--- src/rtl/mlc_pkg.sv ---
package mlc_pkg;
  localparam int CMD_ADDR_W = 14;
  localparam int OP_W       = 7;
  localparam int HI_W       = CMD_ADDR_W - OP_W;
  localparam int BLV_W      = 4;
  localparam int HALF_W     = 3;
  localparam logic [HALF_W-1:0] LAT2_HALF  = 3'd4;
  localparam logic [HALF_W-1:0] LAT25_HALF = 3'd5;

  typedef enum logic [1:0] {
    LD_NORMAL = 2'd0,
    LD_DLL    = 2'd1,
    LD_RSVD   = 2'd2
  } ld_kind_e;

  typedef struct packed {
    logic [BLV_W-1:0]  blen;
    logic              ilv;
    logic [HALF_W-1:0] lat_half;
  } mode_t;

  // Upper-field class: all zero, only the DLL bit set, or anything else.
  function automatic ld_kind_e classify_hi(input logic [HI_W-1:0] hi);
    if (hi == '0) return LD_NORMAL;
    if (hi == HI_W'(2)) return LD_DLL;
    return LD_RSVD;
  endfunction

  // Burst code to beat count; 0 means the code is reserved.
  function automatic logic [BLV_W-1:0] blen_of(input logic [2:0] code);
    case (code)
      3'd1:    return BLV_W'(2);
      3'd2:    return BLV_W'(4);
      3'd3:    return BLV_W'(8);
      default: return '0;
    endcase
  endfunction

  // Latency code to half-clock count; 0 means the code is reserved.
  function automatic logic [HALF_W-1:0] lat_of(input logic [2:0] code);
    case (code)
      3'b010:  return LAT2_HALF;
      3'b110:  return LAT25_HALF;
      default: return '0;
    endcase
  endfunction

  // True when the frequency lies outside the window of the stored latency.
  function automatic logic freq_bad(input int f, input logic [HALF_W-1:0] lat,
                                    input int fmin, input int f2, input int f25);
    return (f < fmin) || (f > ((lat == LAT2_HALF) ? f2 : f25));
  endfunction
endpackage

--- src/rtl/mlc_decode.sv ---
module mlc_decode
  import mlc_pkg::*;
(
  input  logic [CMD_ADDR_W-1:0] addr,
  output ld_kind_e              kind,
  output mode_t                 cand,
  output logic                  fields_ok
);
  assign kind          = classify_hi(addr[CMD_ADDR_W-1:OP_W]);
  assign cand.blen     = blen_of(addr[2:0]);
  assign cand.ilv      = addr[3];
  assign cand.lat_half = lat_of(addr[6:4]);
  assign fields_ok     = (cand.blen != '0) && (cand.lat_half != '0);
endmodule

--- src/rtl/mlc_mode_reg.sv ---
module mlc_mode_reg
  import mlc_pkg::*;
(
  input  logic     clk,
  input  logic     rst_n,
  input  logic     ld_go,
  input  ld_kind_e kind,
  input  mode_t    cand,
  input  logic     fields_ok,
  output mode_t    mode,
  output logic     load_ok,
  output logic     dll_pend,
  output logic     rsvd_hit,
  output logic     field_bad
);
  localparam mode_t RESET_MODE = '{blen: BLV_W'(2), ilv: 1'b0, lat_half: LAT25_HALF};

  logic is_rsvd;
  assign is_rsvd = (kind == LD_RSVD);
  assign load_ok = ld_go && !is_rsvd && fields_ok;

  always_ff @(posedge clk or negedge rst_n) begin
    if (!rst_n) begin
      mode      <= RESET_MODE;
      dll_pend  <= 1'b0;
      rsvd_hit  <= 1'b0;
      field_bad <= 1'b0;
    end else begin
      rsvd_hit  <= ld_go && is_rsvd;
      field_bad <= ld_go && !is_rsvd && !fields_ok;
      if (load_ok) begin
        mode     <= cand;
        dll_pend <= (kind == LD_DLL);
      end
    end
  end
endmodule

--- src/rtl/mlc_rd_line.sv ---
module mlc_rd_line
  import mlc_pkg::*;
#(
  parameter int MAX_HALF = 5
) (
  input  logic              clk,
  input  logic              rst_n,
  input  logic              rd_go,
  input  logic [HALF_W-1:0] lat_half,
  input  logic [BLV_W-1:0]  blen,
  output logic              tap_fire,
  output logic              rd_dv
);
  // A read enters closer to the output when its latency is shorter, so the
  // latency is frozen inside the line at acceptance.
  logic [MAX_HALF-1:0] sr, sr_nxt;
  logic [HALF_W-1:0]   entry;
  logic [BLV_W-1:0]    left;

  assign entry = HALF_W'(MAX_HALF) - lat_half;

  for (genvar i = 0; i < MAX_HALF; i++) begin : g_stage
    if (i == 0) begin : g_head
      assign sr_nxt[i] = rd_go && (entry == HALF_W'(i));
    end else begin : g_body
      assign sr_nxt[i] = sr[i-1] | (rd_go && (entry == HALF_W'(i)));
    end
  end

  assign tap_fire = sr[MAX_HALF-1];
  assign rd_dv    = (left != '0);

  always_ff @(posedge clk or negedge rst_n) begin
    if (!rst_n) begin
      sr   <= '0;
      left <= '0;
    end else begin
      sr <= sr_nxt;
      if (tap_fire)          left <= blen;
      else if (left != '0)   left <= left - BLV_W'(1);
    end
  end
endmodule

--- src/rtl/mode_latency_ctl.sv ---
module mode_latency_ctl
  import mlc_pkg::*;
#(
  parameter int FREQ_W    = 8,
  parameter int FMIN      = 75,
  parameter int FMAX_CL2  = 100,
  parameter int FMAX_CL25 = 133,
  parameter int MAX_HALF  = 5
) (
  input  logic                  clk2x,
  input  logic                  rst_n,
  input  logic                  mrs_cmd,
  input  logic                  rd_cmd,
  input  logic [CMD_ADDR_W-1:0] cmd_addr,
  input  logic [FREQ_W-1:0]     freq_mhz,
  output logic                  rise_slot,
  output logic [BLV_W-1:0]      burst_len,
  output logic                  burst_ilv,
  output logic [HALF_W-1:0]     lat_half,
  output logic                  dll_pend,
  output logic                  rsvd_hit,
  output logic                  field_bad,
  output logic                  cfg_warn,
  output logic                  rd_dv
);
  logic     ph;
  logic     mrs_go, rd_go;
  ld_kind_e kind;
  mode_t    cand, mode;
  logic     fields_ok, load_ok, tap_fire;

  always_ff @(posedge clk2x or negedge rst_n) begin
    if (!rst_n) ph <= 1'b0;
    else        ph <= ~ph;
  end

  assign rise_slot = ~ph;
  assign mrs_go    = mrs_cmd & rise_slot;
  assign rd_go     = rd_cmd & rise_slot;

  mlc_decode u_dec (
    .addr      (cmd_addr),
    .kind      (kind),
    .cand      (cand),
    .fields_ok (fields_ok)
  );

  mlc_mode_reg u_mr (
    .clk       (clk2x),
    .rst_n     (rst_n),
    .ld_go     (mrs_go),
    .kind      (kind),
    .cand      (cand),
    .fields_ok (fields_ok),
    .mode      (mode),
    .load_ok   (load_ok),
    .dll_pend  (dll_pend),
    .rsvd_hit  (rsvd_hit),
    .field_bad (field_bad)
  );

  mlc_rd_line #(.MAX_HALF(MAX_HALF)) u_rl (
    .clk      (clk2x),
    .rst_n    (rst_n),
    .rd_go    (rd_go),
    .lat_half (mode.lat_half),
    .blen     (mode.blen),
    .tap_fire (tap_fire),
    .rd_dv    (rd_dv)
  );

  assign burst_len = mode.blen;
  assign burst_ilv = mode.ilv;
  assign lat_half  = mode.lat_half;
  assign cfg_warn  = freq_bad(int'(freq_mhz), mode.lat_half, FMIN, FMAX_CL2, FMAX_CL25);
endmodule

--- config.mk ---
export PLATFORM = sky130hd
export DESIGN_NAME = mode_latency_ctl
export DESIGN_NICKNAME = d
export VERILOG_FILES = /design/src/rtl/mlc_pkg.sv /design/src/rtl/mlc_decode.sv /design/src/rtl/mlc_mode_reg.sv /design/src/rtl/mlc_rd_line.sv /design/src/rtl/mode_latency_ctl.sv
export SDC_FILE = /design/constraint.sdc
export NUM_CORES = 1
export LEC_CHECK = 0
export ABC_AREA = 1
export BUFFER_PORTS_ARGS = -buffer_cell sky130_fd_sc_hd__buf_2
export CELL_PAD_IN_SITES_DETAIL_PLACEMENT = 0
export CELL_PAD_IN_SITES_GLOBAL_PLACEMENT = 2
export CORE_AREA = 2 2 67 69
export DETAILED_ROUTE_END_ITERATION = 7
export DIE_AREA = 0 0 69 71
export PLACE_DENSITY = 0.84
export SLEW_MARGIN = 40
export SYNTH_ARGS = -nofsm -noshare
export SYNTH_HDL_FRONTEND = slang
export SYNTH_SLANG_ARGS = --single-unit
export TNS_END_PERCENT = 30
--- constraint.sdc ---
create_clock -name clk2x -period 2 [get_ports clk2x]
set_clock_uncertainty 0.1 [all_clocks]
set_input_delay 0 -clock clk2x [delete_from_list [all_inputs] [get_ports clk2x]]
set_output_delay 0 -clock clk2x [all_outputs]
set_load 0.02 [all_outputs]
==> flow_summary.rst <==
.. list-table::
   :header-rows: 1

   * - Metric
     - Value
   * - Commonest non-fill, non-tap cell in the layout
     - buf_2
   * - Part of the cycle the worst path needs
     - 97.8%
   * - Synthesized-area fraction occupied by xor and xnor cells
     - 0.835%
   * - Die footprint
     - 0.00490 mm²
   * - Unrepaired setup endpoints after global routing
     - yes
   * - Adder-Cell Fraction of Synth Area
     - 7.16%
   * - Final Hold Violating Endpoints
     - 0
   * - Number of placed instances with taps included
     - 214
   * - Effective utilization at floorplan
     - 24.9%
   * - Portion of netlist area occupied by mux cells
     - 0%
   * - Sum Neg Setup Slack
     - 0 ns
   * - Antenna diode count
     - 0
   * - Worst Hold Margin
     - 0.0348 ns
   * - Max Fclk
     - 511 MHz
   * - WL/cell
     - 9.85 µm
   * - Global routing usage on met1
     - 10.7%
   * - DRC errors left
     - 0
   * - Complex-gate fraction of the synthesized area
     - 5.49%
   * - Arrival time at the worst endpoint
     - 1.86 ns
   * - Post-detailed-placement half-perimeter wirelength
     - 1.71 mm
   * - Clock tree from TritonCTS
     - built
   * - Summed instance area of the synthesized netlist
     - 0.00105 mm²
   * - IO buf count
     - 37
   * - Final critical delay including setup and external delays
     - 1.96 ns
   * - Req. time, crit path
     - 1.90 ns
   * - Number of inserted filler cells in the final layout
     - 441
   * - # clock sinks
     - 19
   * - Root Buffer Master
     - clkbuf_8
   * - Share of cells above drive strength 1
     - 34.1%
   * - Signed area change from the synthesized netlist to the final layout
     - 48.7%
   * - Area fraction in and, or, nand and nor cells after synthesis
     - 32.6%
   * - Max_cap viols
     - 0
   * - Slack of the critical path
     - 0.0437 ns
   * - X dimension of the die
     - 69 µm
   * - Synthesized area per cell
     - 8.32 µm²
   * - Aggregate global routing overflow
     - 0
   * - Number of nets at the end of the flow
     - 215
   * - Hold Path Class
     - in -> reg
   * - Largest net degree at the start of global routing
     - 20
   * - Number of distinct library cell variants in the gate-level netlist after synthesis
     - 22
   * - Critical path fanouts, max
     - 4
   * - Number of primary I/O pins
     - 40
   * - Final total power
     - 1.05 mW
   * - Commonest cells after routing, fill and taps aside
     - buf_2, nand2_1, dfrtp_1, inv_1, dlygate4sd3_1
   * - Result of the run
     - finished clean
   * - Drt initial violations
     - 33
   * - Dominant combinational cell family by area after synthesis
     - simple AND/OR/NAND/NOR gates
   * - Number of clock buffers inserted by TritonCTS
     - 3
   * - Final WL
     - 2.31 mm
   * - Placed Area
     - 0.00129 mm²
   * - Vias per std cell
     - 4.13
   * - Non-Filler Instances
     - 234
   * - Core ar.
     - 0.00420 mm²
   * - Gr usage total
     - 9.72%
   * - Peak supply drop
     - 0.000355 V
   * - Fraction of the core area covered by cells at the end of the flow
     - 37.1%
   * - Final setup violation count
     - 0
   * - Total via count after detailed routing
     - 967
   * - Clock transition at the registers of the reported paths
     - 0.07 ns
   * - Die Y
     - 71 µm
   * - Pre-CTS worst setup slack
     - 0.195 ns
   * - CTS H-tree lvls
     - 1
   * - Number of global-route vias before repair
     - 994
   * - Number of instances in the synthesized netlist
     - 126
   * - Pwr dens
     - 676 mW/mm²
   * - GP Congestion
     - 0.748
   * - Register area share after synthesis
     - 45.7%
   * - Class of the most critical setup path
     - reg -> out
   * - Antenna violations before repair
     - 0
   * - Number of buffers on the longest clock path
     - 2
   * - Rows
     - 24
   * - Routing usage on met2
     - 18.3%
   * - Remaining antenna violation count after routing
     - 0
   * - Number of flip-flops and latches in the synthesized netlist
     - 19
   * - Final Instance Area
     - 0.00156 mm²
   * - Sort of element at the start of the critical path
     - register
   * - Layer with the highest usage
     - met2
   * - Clk_lat worst skew
     - 0.25 ns
   * - Element type at the critical path end
     - output port
   * - Yosys warning total
     - 0
   * - GRT met3 Usage
     - 2.71%
   * - Total iterations of the first detailed-routing run
     - 4
   * - Wire length of the first global-routing pass
     - 3.95 mm
   * - Leakage Power
     - 0.845 nW
   * - Final max-slew violation count
     - 0
-- registers in the layout, summed over array words and instances, names as in the netlist --
register / cells
u_mr.mode: 6
ph: 1
u_rl.sr: 5
u_mr.dll_pend: 1
u_mr.field_bad: 1
u_rl.left: 4
u_mr.rsvd_hit: 1
-- cell families after synthesis --
kind of cell | count (synthesis)
DFF | 19
AOI/OAI and AO/OA | 10
and+or+nand+nor | 69
adders and majority gates | 6
buffers and inverters | 20
xor gates and xnor gates | 1
other | 1
-- layer usage --
| metal | wire length (µm) | up-vias |
|---|---|---|
| met3 | 156 | 0 |
| met2 | 1140 | 32 |
| li1 | - | 501 |
| met5 | 0 | - |
| met4 | 0 | 0 |
| met1 | 1010 | 434 |
-- path summary, 6_finish.rpt --
check / startpoint / to / cells after the start / slack, ns
worst max-delay path: u_mr.mode[2] / cfg_warn / 10 / 0.04
worst min-delay path: cmd_addr[5] / u_mr.mode[0] / 5 / 0.03
worst max register to register: u_rl.left[0] / u_rl.left[1] / 6 / 0.76
worst min register to register: u_rl.sr[2] / u_rl.sr[3] / 0 / 0.26
min in group asynchronous: rst_n / u_mr.field_bad / 2 / 0.10
max in group asynchronous: rst_n / u_mr.mode[5] / 2 / 1.37
-- final cells by class --
type | instances | area (µm²) | area share (%)
Clock buffer | 4 | 45.0 | 2.89
Inverter | 18 | 70.1 | 4.49
Multi-Input combinational cell | 88 | 551 | 35.3
Sequential cell | 19 | 479 | 30.7
Tap cell | 52 | 65.1 | 4.17
Timing Repair Buffer | 53 | 349 | 22.4
-- report_power, final --
| part | internal, mW | total, mW | switching [mW] |
|---|---|---|---|
| logic | 0.148 | 0.351 | 0.202 |
| registers | 0.427 | 0.444 | 0.0175 |
| clock network | 0.141 | 0.259 | 0.117 |
-- timing repair --
| item | in CTS | in global routing |
|---|---|---|
| setup endpoints to repair | 1 | 1 |
| hold endpoints to repair | 29 | 0 |
| setup buffers | 0 | 1 |
| pin swaps | 0 | 6 |
| hold buffers | 15 | 0 |
| gates resized for setup | 3 | 14 |
-- worst max-delay path: stages (launching register included) --
cell,delay [ns]
dfstp_2,0.56
inv_2,0.06
nor2_4,0.13
inv_4,0.07
ha_4,0.27
nor2_1,0.04
o21ai_1,0.13
nand2_1,0.07
nand2_1,0.07
nand3_2,0.08
buf_6,0.13
-- cell usage after synthesis --
| master | number | share of area, % |
|---|---|---|
| nor2_2 | 1 | 0.60 |
| nor2_1 | 10 | 3.6 |
| o211ai_1 | 1 | 0.72 |
| inv_1 | 17 | 6.1 |
| conb_1 | 1 | 0.36 |
| dfstp_2 | 3 | 7.5 |
| o21ai_1 | 1 | 0.48 |
| nor2_4 | 3 | 3.2 |
| inv_2 | 1 | 0.36 |
| ha_1 | 6 | 7.2 |
| nand3_1 | 14 | 6.7 |
| xnor2_1 | 1 | 0.84 |
| o21ai_0 | 4 | 1.9 |
| o21bai_1 | 2 | 1.4 |
| dfrtp_1 | 16 | 38 |
| nand3_4 | 1 | 1.7 |
| nor2_8 | 1 | 1.9 |
| nand2_1 | 36 | 13 |
| buf_4 | 2 | 1.4 |
| nor3_1 | 2 | 0.95 |
| nand2_4 | 1 | 1.1 |
| a21oi_1 | 2 | 0.95 |
Power figures use the tool's default switching activity.
